===== src/rtl/ulseq_pkg.sv =====
// Shared types and schedule tables for the uplink slot sequencer.
// Assumes a ten-segment schedule: mute, then three (data, sync, mute) groups.
package ulseq_pkg;

    localparam int SAMP_W   = 16;
    localparam int NUM_SEGS = 10;
    localparam logic [3:0] LAST_SEG = 4'(NUM_SEGS - 1);
    localparam logic signed [SAMP_W-1:0] SAMP_MIN = 16'sh8000;
    localparam logic signed [SAMP_W-1:0] SAMP_MAX = 16'sh7fff;

    typedef enum logic [1:0] {
        SLOT_MUTE = 2'd0,
        SLOT_DATA = 2'd1,
        SLOT_SYNC = 2'd2
    } slot_e;

    // Kind of slot held by a schedule segment
    function automatic slot_e seg_kind(input logic [3:0] idx);
        case (idx)
            4'd1, 4'd4, 4'd7: return SLOT_DATA;
            4'd2, 4'd5, 4'd8: return SLOT_SYNC;
            default:          return SLOT_MUTE;
        endcase
    endfunction

    // Length of a schedule segment in speech frames for the given mode
    function automatic logic [5:0] seg_frames(input logic [3:0] idx, input logic robust);
        case (idx)
            4'd0:       return 6'd1;
            4'd1, 4'd4: return robust ? 6'd30 : 6'd15;
            4'd3, 4'd6: return robust ? 6'd4  : 6'd2;
            4'd7:       return robust ? 6'd32 : 6'd16;
            4'd9:       return 6'd3;
            default:    return 6'd4;
        endcase
    endfunction

    // Default pulse shape: peak at index 0, falling linearly toward the middle
    function automatic int shape(input int i, input int len);
        int d;
        d = (i < len / 2) ? i : len - i;
        return 20000 - d * (36000 / len);
    endfunction

    function automatic logic [16*SAMP_W-1:0] default_fast_wave();
        logic [16*SAMP_W-1:0] v;
        v = '0;
        for (int i = 0; i < 16; i++) v[i*SAMP_W +: SAMP_W] = 16'(shape(i, 16));
        return v;
    endfunction

    function automatic logic [32*SAMP_W-1:0] default_robust_wave();
        logic [32*SAMP_W-1:0] v;
        v = '0;
        for (int i = 0; i < 32; i++) v[i*SAMP_W +: SAMP_W] = 16'(shape(i, 32));
        return v;
    endfunction

endpackage


===== src/rtl/ulseq_sched.sv =====
// Schedule walker: tracks segment, speech frame, sample and modulation-frame
// position. Advances once per sample strobe while a pass runs.
// Assumes FRAME_SAMPLES is a multiple of both modulation frame lengths.
module ulseq_sched
    import ulseq_pkg::*;
#(
    parameter int FRAME_SAMPLES = 160,
    parameter int FAST_LEN      = 16,
    parameter int ROBUST_LEN    = 32,
    parameter int MOD_W         = $clog2(ROBUST_LEN)
) (
    input  logic             clk,
    input  logic             rst_n,
    input  logic             start,
    input  logic             stb,
    input  logic             robust_sel,
    output logic             run,
    output logic             robust,
    output slot_e            kind,
    output logic [MOD_W-1:0] mod_n,
    output logic             sym_start,
    output logic             last_sample
);
    localparam int SMP_W = $clog2(FRAME_SAMPLES);

    logic [3:0]       seg;
    logic [5:0]       frm;
    logic [SMP_W-1:0] smp;
    logic [5:0]       frames_now;
    logic             smp_last, frm_last, seg_last, mod_last;

    // Decode end-of-count conditions for the current position
    always_comb begin
        frames_now  = seg_frames(seg, robust);
        kind        = seg_kind(seg);
        smp_last    = (smp == SMP_W'(FRAME_SAMPLES - 1));
        frm_last    = (frm == frames_now - 6'd1);
        seg_last    = (seg == LAST_SEG);
        mod_last    = robust ? (mod_n == MOD_W'(ROBUST_LEN - 1))
                             : (mod_n == MOD_W'(FAST_LEN - 1));
        sym_start   = run && (kind == SLOT_DATA) && (mod_n == '0);
        last_sample = run && seg_last && frm_last && smp_last;
    end

    // Start a pass from idle, otherwise step the position on each strobe
    always_ff @(posedge clk) begin
        if (!rst_n) begin
            run    <= 1'b0;
            robust <= 1'b0;
            seg    <= '0;
            frm    <= '0;
            smp    <= '0;
            mod_n  <= '0;
        end else if (!run) begin
            if (start) begin
                run    <= 1'b1;
                robust <= robust_sel;
                seg    <= '0;
                frm    <= '0;
                smp    <= '0;
                mod_n  <= '0;
            end
        end else if (stb) begin
            mod_n <= (mod_last || smp_last) ? '0 : mod_n + 1'b1;
            if (smp_last) begin
                smp <= '0;
                if (frm_last) begin
                    frm <= '0;
                    if (seg_last) run <= 1'b0;
                    else          seg <= seg + 4'd1;
                end else begin
                    frm <= frm + 6'd1;
                end
            end else begin
                smp <= smp + 1'b1;
            end
        end
    end

    AST_SEG_BOUNDS: assert property (@(posedge clk) disable iff (!rst_n)
        run |-> (seg <= LAST_SEG) && (frm < frames_now));

    AST_START_IGNORED: assert property (@(posedge clk) disable iff (!rst_n)
        (run && !(stb && last_sample)) |=> run && $stable(robust));

    AST_MODE_HELD: assert property (@(posedge clk) disable iff (!rst_n)
        (run && $changed(robust_sel)) |=> $stable(robust));

endmodule


===== src/rtl/ulseq_bitpack.sv =====
// Bit packer: collects stream bits MSB-first into a symbol register and
// hands a full symbol over when a data modulation frame begins.
// Assumes the stream stays ahead of the schedule (a full symbol on each take).
module ulseq_bitpack #(
    parameter int BITS_PER_SYM = 3,
    parameter int TOTAL_BITS   = 1380
) (
    input  logic                    clk,
    input  logic                    rst_n,
    input  logic                    clear,
    input  logic                    run,
    input  logic                    bit_in,
    input  logic                    bit_valid,
    input  logic                    take,
    output logic                    bit_ready,
    output logic [BITS_PER_SYM-1:0] sym
);
    localparam int CNT_W = $clog2(BITS_PER_SYM + 1);
    localparam int TOT_W = $clog2(TOTAL_BITS + 1);

    logic [BITS_PER_SYM-1:0] acc;
    logic [CNT_W-1:0]        acc_cnt;
    logic [TOT_W-1:0]        taken;
    logic                    fire;

    // Accept while running, with room in the packer and budget left
    always_comb begin
        bit_ready = run && (acc_cnt < CNT_W'(BITS_PER_SYM)) && (taken < TOT_W'(TOTAL_BITS));
        fire      = bit_ready && bit_valid;
        sym       = acc;
    end

    // Shift in accepted bits; empty the packer when the symbol is taken
    always_ff @(posedge clk) begin
        if (!rst_n || clear) begin
            acc     <= '0;
            acc_cnt <= '0;
            taken   <= '0;
        end else if (take) begin
            acc_cnt <= '0;
        end else if (fire) begin
            acc     <= {acc[BITS_PER_SYM-2:0], bit_in};
            acc_cnt <= acc_cnt + 1'b1;
            taken   <= taken + 1'b1;
        end
    end

    AST_TAKE_FULL: assert property (@(posedge clk) disable iff (!rst_n)
        take |-> (acc_cnt == CNT_W'(BITS_PER_SYM)));

    AST_BIT_BUDGET: assert property (@(posedge clk) disable iff (!rst_n)
        taken <= TOT_W'(TOTAL_BITS));

    AST_READY_IDLE: assert property (@(posedge clk) disable iff (!rst_n)
        !run |-> !bit_ready);

endmodule


===== src/rtl/ulseq_shaper.sv =====
// Waveform shaper: maps the current symbol to sign and cyclic shift, reads
// the mode's waveform table at (n - k) mod L and registers the sample.
// Assumes both modulation frame lengths are powers of two.
module ulseq_shaper
    import ulseq_pkg::*;
#(
    parameter int FAST_LEN   = 16,
    parameter int ROBUST_LEN = 32,
    parameter int MOD_W      = $clog2(ROBUST_LEN),
    parameter logic [FAST_LEN*SAMP_W-1:0]   WAVE_FAST   = default_fast_wave(),
    parameter logic [ROBUST_LEN*SAMP_W-1:0] WAVE_ROBUST = default_robust_wave()
) (
    input  logic                     clk,
    input  logic                     rst_n,
    input  logic                     fire,
    input  slot_e                    kind,
    input  logic                     robust,
    input  logic [2:0]               sym_new,
    input  logic                     sym_start,
    input  logic [MOD_W-1:0]         mod_n,
    output logic signed [SAMP_W-1:0] samp,
    output logic                     samp_vld,
    output logic                     f_mute,
    output logic                     f_data,
    output logic                     f_sync
);
    localparam int FAST_W = $clog2(FAST_LEN);

    logic signed [SAMP_W-1:0] rom_f [FAST_LEN];
    logic signed [SAMP_W-1:0] rom_r [ROBUST_LEN];

    genvar g;
    for (g = 0; g < FAST_LEN; g++) begin : g_fast_rom
        assign rom_f[g] = WAVE_FAST[g*SAMP_W +: SAMP_W];
    end
    for (g = 0; g < ROBUST_LEN; g++) begin : g_robust_rom
        assign rom_r[g] = WAVE_ROBUST[g*SAMP_W +: SAMP_W];
    end

    logic [2:0]               sym_hold, cur_sym;
    logic                     neg;
    logic [1:0]               pos;
    logic [MOD_W-1:0]         shift, rd;
    logic signed [SAMP_W-1:0] w, val;

    // Symbol to sign/shift mapping and signed table lookup
    always_comb begin
        cur_sym = sym_start ? sym_new : sym_hold;
        neg     = cur_sym[2];
        pos     = neg ? ~cur_sym[1:0] : cur_sym[1:0];
        shift   = robust ? MOD_W'(pos) * MOD_W'(ROBUST_LEN / 4)
                         : MOD_W'(pos) * MOD_W'(FAST_LEN / 4);
        rd      = mod_n - shift;
        w       = robust ? rom_r[rd] : rom_f[rd[FAST_W-1:0]];
        val     = !neg ? w : ((w == SAMP_MIN) ? SAMP_MAX : -w);
    end

    // Hold the symbol for its frame and register one sample per strobe
    always_ff @(posedge clk) begin
        if (!rst_n) begin
            sym_hold <= '0;
            samp     <= '0;
            samp_vld <= 1'b0;
            f_mute   <= 1'b0;
            f_data   <= 1'b0;
            f_sync   <= 1'b0;
        end else begin
            samp_vld <= fire;
            if (fire && sym_start) sym_hold <= sym_new;
            if (fire) begin
                samp   <= (kind == SLOT_DATA) ? val : '0;
                f_mute <= (kind == SLOT_MUTE);
                f_data <= (kind == SLOT_DATA);
                f_sync <= (kind == SLOT_SYNC);
            end else begin
                samp   <= '0;
                f_mute <= 1'b0;
                f_data <= 1'b0;
                f_sync <= 1'b0;
            end
        end
    end

    AST_FLAGS_ONEHOT: assert property (@(posedge clk) disable iff (!rst_n)
        samp_vld |-> $onehot({f_mute, f_data, f_sync}));

    AST_SILENT_GAP: assert property (@(posedge clk) disable iff (!rst_n)
        !samp_vld |-> (samp == '0) && !f_mute && !f_data && !f_sync);

endmodule


===== src/rtl/uplink_slot_sequencer.sv =====
// Top level: joins schedule walker, bit packer and waveform shaper, and
// raises done with the last sample of a pass.
// Assumes at least BITS_PER_SYM+1 clocks between sample strobes.
module uplink_slot_sequencer
    import ulseq_pkg::*;
#(
    parameter int FRAME_SAMPLES = 160,
    parameter int FAST_LEN      = 16,
    parameter int ROBUST_LEN    = 32,
    parameter int BITS_PER_SYM  = 3,
    parameter int TOTAL_BITS    = 1380,
    parameter logic [FAST_LEN*SAMP_W-1:0]   WAVE_FAST   = default_fast_wave(),
    parameter logic [ROBUST_LEN*SAMP_W-1:0] WAVE_ROBUST = default_robust_wave()
) (
    input  logic              clk,
    input  logic              rst_n,
    input  logic              start,
    input  logic              robust_sel,
    input  logic              smp_stb,
    input  logic              bit_in,
    input  logic              bit_valid,
    output logic              bit_ready,
    output logic signed [15:0] samp_out,
    output logic              samp_vld,
    output logic              slot_mute,
    output logic              slot_data,
    output logic              slot_sync,
    output logic              done
);
    localparam int MOD_W = $clog2(ROBUST_LEN);

    logic             run, robust, sym_start, last_sample, fire, take, clear;
    slot_e            kind;
    logic [MOD_W-1:0] mod_n;
    logic [BITS_PER_SYM-1:0] sym;

    // Glue: strobe qualification, symbol hand-over and pass launch
    always_comb begin
        fire  = run && smp_stb;
        take  = fire && sym_start;
        clear = !run && start;
    end

    ulseq_sched #(
        .FRAME_SAMPLES(FRAME_SAMPLES),
        .FAST_LEN     (FAST_LEN),
        .ROBUST_LEN   (ROBUST_LEN),
        .MOD_W        (MOD_W)
    ) u_sched (
        .clk        (clk),
        .rst_n      (rst_n),
        .start      (start),
        .stb        (smp_stb),
        .robust_sel (robust_sel),
        .run        (run),
        .robust     (robust),
        .kind       (kind),
        .mod_n      (mod_n),
        .sym_start  (sym_start),
        .last_sample(last_sample)
    );

    ulseq_bitpack #(
        .BITS_PER_SYM(BITS_PER_SYM),
        .TOTAL_BITS  (TOTAL_BITS)
    ) u_pack (
        .clk      (clk),
        .rst_n    (rst_n),
        .clear    (clear),
        .run      (run),
        .bit_in   (bit_in),
        .bit_valid(bit_valid),
        .take     (take),
        .bit_ready(bit_ready),
        .sym      (sym)
    );

    ulseq_shaper #(
        .FAST_LEN   (FAST_LEN),
        .ROBUST_LEN (ROBUST_LEN),
        .MOD_W      (MOD_W),
        .WAVE_FAST  (WAVE_FAST),
        .WAVE_ROBUST(WAVE_ROBUST)
    ) u_shape (
        .clk      (clk),
        .rst_n    (rst_n),
        .fire     (fire),
        .kind     (kind),
        .robust   (robust),
        .sym_new  (sym[2:0]),
        .sym_start(sym_start),
        .mod_n    (mod_n),
        .samp     (samp_out),
        .samp_vld (samp_vld),
        .f_mute   (slot_mute),
        .f_data   (slot_data),
        .f_sync   (slot_sync)
    );

    // Pulse done together with the final sample of the pass
    always_ff @(posedge clk) begin
        if (!rst_n) done <= 1'b0;
        else        done <= fire && last_sample;
    end

    AST_DONE_LAST: assert property (@(posedge clk) disable iff (!rst_n)
        done |-> samp_vld && slot_mute);

    AST_DONE_IDLE: assert property (@(posedge clk) disable iff (!rst_n)
        done |-> !run);

endmodule


===== config.mk =====
export PLATFORM = sky130hd
export DESIGN_NAME = uplink_slot_sequencer
export DESIGN_NICKNAME = d
export VERILOG_FILES = /design/src/rtl/ulseq_pkg.sv /design/src/rtl/ulseq_sched.sv /design/src/rtl/ulseq_bitpack.sv /design/src/rtl/ulseq_shaper.sv /design/src/rtl/uplink_slot_sequencer.sv
export SDC_FILE = /design/constraint.sdc
export NUM_CORES = 1
export LEC_CHECK = 0
export ABC_CLOCK_PERIOD_IN_PS = 7000
export CELL_PAD_IN_SITES_DETAIL_PLACEMENT = 1
export CELL_PAD_IN_SITES_GLOBAL_PLACEMENT = 1
export CORE_AREA = 2 2 101 123
export DETAILED_ROUTE_END_ITERATION = 10
export DIE_AREA = 0 0 103 125
export PLACE_DENSITY = 0.81
export SETUP_SLACK_MARGIN = 0.05
export SLEW_MARGIN = 20
export SYNTH_ARGS = -nofsm -noshare
export SYNTH_HDL_FRONTEND = slang
export SYNTH_HIERARCHICAL = 1
export SYNTH_SLANG_ARGS = --single-unit

===== constraint.sdc =====
create_clock -name clk -period 7 [get_ports clk]
set_clock_uncertainty 0.1 [all_clocks]
set_input_delay 1.4 -clock clk [delete_from_list [all_inputs] [get_ports clk]]
set_output_delay 1.4 -clock clk [all_outputs]
set_load 0.1 [all_outputs]

==> flow_metrics.tcl <==
set metrics [dict create \
    start_util_pct 43.9 \
    post_cts_buffers 0 \
    rr_startpoint "u_sched/seg[0]$_SDFFE_PN0P_" \
    yosys_warnings 6 \
    timing.fmax_mhz 164 \
    combPwrFrac_pct 9.9 \
    ys_top_cells_by_area "dfxtp_1 25%, ha_1 5.1%, nand2_1 5.0%" \
    fp.dieArea_mm2 0.0129 \
    drt-initial-drc-count 187 \
    p_int_w 0.000717 \
    clkLatencyLatePin_ps 330 \
    post-dp-hpwl_mm 10.7 \
    holdBufCountCts 0 \
    start_kind "register" \
    p_seq_share_pct 39.4 \
    io_pins 29 \
    syn_area_per_cell_um2 7.92 \
    ys_seq_elements 65 \
    crit_slowest_cell "fa_1" \
    rsz0062_at_grt "false" \
    clock_sinks 65 \
    synth_ff_type "dfxtp_1" \
    cts_tree "done" \
    synth_most_common_cell "nand2_1" \
    dr.pass1.iters 4 \
    synthDistinctLibCells 92 \
    crit_chain "inv_1, ha_1, mux2i_2, a21oi_1, nand2_1, nor2_1, buf_4, mux2i_1, buf_4, xnor2_1, nor2_1, ha_1, fa_1, and2_1, nor3_1, a311oi_1, inv_1, a311oi_2, nand3_1, o21ai_0, mux2i_1" \
    grt_pass1_wl_mm 25.2 \
    antenna_cells 0 \
    synth_mux_area_share_pct 4.94 \
    clk_pin_slew_ps 60 \
    synth-seq-area-share_pct 25.2 \
    antenna_found_initial 0 \
    numPortBuffers 28 \
    worstPathArrival_ps 6230 \
    async_reset_ff_share_pct 0 \
    synth_area_leader_cell "dfxtp_1" \
    rows 44 \
    fp.dieW_um 103 \
    tightest_slew_ps 1080 \
    netlist_instances 653 \
    final_nets 689 \
    setup_viol 0 \
    synth_top_family_by_area "simple AND/OR/NAND/NOR gates" \
    p_total_w 0.000951 \
    end_kind "register" \
    gp_congestion 0.889 \
    path_max_fanout 30 \
    synth_common_cells "69 x nand2_1, 65 x dfxtp_1, 49 x a21oi_1" \
    num_vias 4982 \
    root_buffer "clkbuf_16" \
    finalWirelength_mm 15.0 \
    synth_xor_area_share_pct 5.49 \
    hold_viol 0 \
    cts_resized 0 \
    tns_ps 0 \
    period_share_pct 86.9 \
    synth_nets 682 \
    first_global_vias 5145 \
    grt_max_degree 50 \
    max_stage_delay_ps 1210 \
    synth-simple-area-share_pct 29.3 \
    grt_usage_pct 24.1 \
    synth_edf_count 0 \
    die_h_um 125 \
    drive_above_1_share_pct 9.92 \
    critPathTopFamily "adder cells" \
    core_mm2 0.0118 \
    postRouteAntennaNets 0 \
    drc 0 \
    syn_area_mm2 0.00517 \
    clkPwrFrac_pct 50.7 \
    path_buf_inv 4 \
    synth_compound_area_share_pct 23.8 \
    crit_path_start "u_sched/seg[0]$_SDFFE_PN0P_" \
    p_per_area_mw_per_mm2 163 \
    grt.overflow.total 0 \
    wl_per_cell_um 18.2 \
    crit_type "register to register" \
    finalMaxSlewViolations 0 \
    switchingPower_w 0.000235 \
    drv_cap 0 \
    min_from "u_pack/taken[1]$_SDFFE_PP0P_" \
    areaGrowthSynthToFinish_pct 12.8 \
    htreeDepth 3 \
    irDropWorstVdd_mv 0.136 \
    vias_per_cell 6.03 \
    min_period_ps 6090 \
    swShare_pct 24.7 \
    p_leak_nw 2.05 \
    cts_buffer_depth 2 \
    yosys.area_share.adder_pct 5.47 \
    hp-class "register to register" \
    status "completed" \
    cts_made_buffers 9 \
    synth_top_area_share_pct 25.2 \
    cp.required_ps 7150 \
    max-slew-margin-rel_pct 28.2 \
]
-- sequential cells by signal, summed over array words and instances (netlist names) --
register	flops
u_sched/frm	6
u_sched/robust	1
u_sched/seg	4
u_shape/f_sync	1
u_pack/acc_cnt	2
u_shape/sym_hold	3
u_pack/sym	3
u_shape/samp_vld	1
u_shape/f_mute	1
u_pack/taken	11
u_shape/samp	16
u_sched/smp	8
u_sched/mod_n	5
u_shape/f_data	1
u_sched/run	1
done	1
-- power groups by stage --
stage,clock network (W),registers [W],logic [W]
finish,0.000483,0.000374,0.0000944
global placement,0,0.000382,0.0000894
CTS,0.000494,0.000374,0.0000942
detailed placement,0,0.000382,0.0000931
floorplan,0,0.000386,0.0000613
global route,0.000510,0.000374,0.000103
-- through the flow --
stage          utilization (%)  area (um2)  std cells  hold slack, ps  worst slack [ps]
2_1_floorplan                -        5170        653             353              1550
3_3_place_gp              46.7        5500        809             367              1330
3_5_place_dp              46.7        5500        809             383              1070
4_1_cts                   49.4        5820        825             400               985
5_1_grt                   49.5        5830        826             428               380
6_report                  49.5        5830        826             398               914
-- area by class of cell --
type,instances,area (um2)
fill,1476,5950
multi-input combinational,523,3570
sequential,65,1300
timing repair buffer,38,359
clock buffer,10,229
tap,161,201
clock inverter,6,91.3
inverter,23,86.3
-- tightest hold or removal path, delay by kind of cell, from the launching register on --
kind	cells	cell delay (ps)
AO/OA/AOI/OAI	2	130
flip-flops	1	320
-- path summary, 6_finish.rpt --
path / slack, ps / to / cells past startpoint
setup / recovery: 910 / u_shape/samp[10]$_SDFF_PN0_ / 21
hold / removal: 400 / u_pack/taken[1]$_SDFFE_PP0P_ / 2
setup reg to reg: 910 / u_shape/samp[10]$_SDFF_PN0_ / 21
hold reg to reg: 400 / u_pack/taken[1]$_SDFFE_PP0P_ / 2
-- kinds of logic after synthesis --
family | after synthesis
multiplexers | 22
flip-flops | 65
XOR/XNOR | 26
AND/OR/NAND/NOR | 276
buffers and inverters | 65
AO/OA/AOI/OAI | 177
adder cells (fa/ha/maj) | 22
-- placed cells by master, fill, tap and decap left out, drive strengths merged, types with 10 or more instances in the layout --
master         Yosys  final
nand2             69     69
dfxtp             65     65
a21oi             50     50
nor2              45     45
nand3             40     40
o21ai             39     39
clkdlybuf4s50      0     28
inv               22     23
ha                21     21
xnor2             19     19
mux2i             16     16
nor2b             15     15
a211oi            14     14
and3              13     13
nand4             12     12
or3               10     10
or4               10     10
clkbuf            24     10
buf               17     10
nand2b            10     10
-- routing by layer --
metal | vias up | global-route usage, % | share of wire (%)
li1 | 2416 | - | -
met2 | 74 | 42.6 | 53
met3 | 28 | 3.58 | 2.0
met1 | 2464 | 28.1 | 42
met5 | - | 0 | 0
met4 | 0 | 10.8 | 3.2
(Power assumes the default switching activity.)
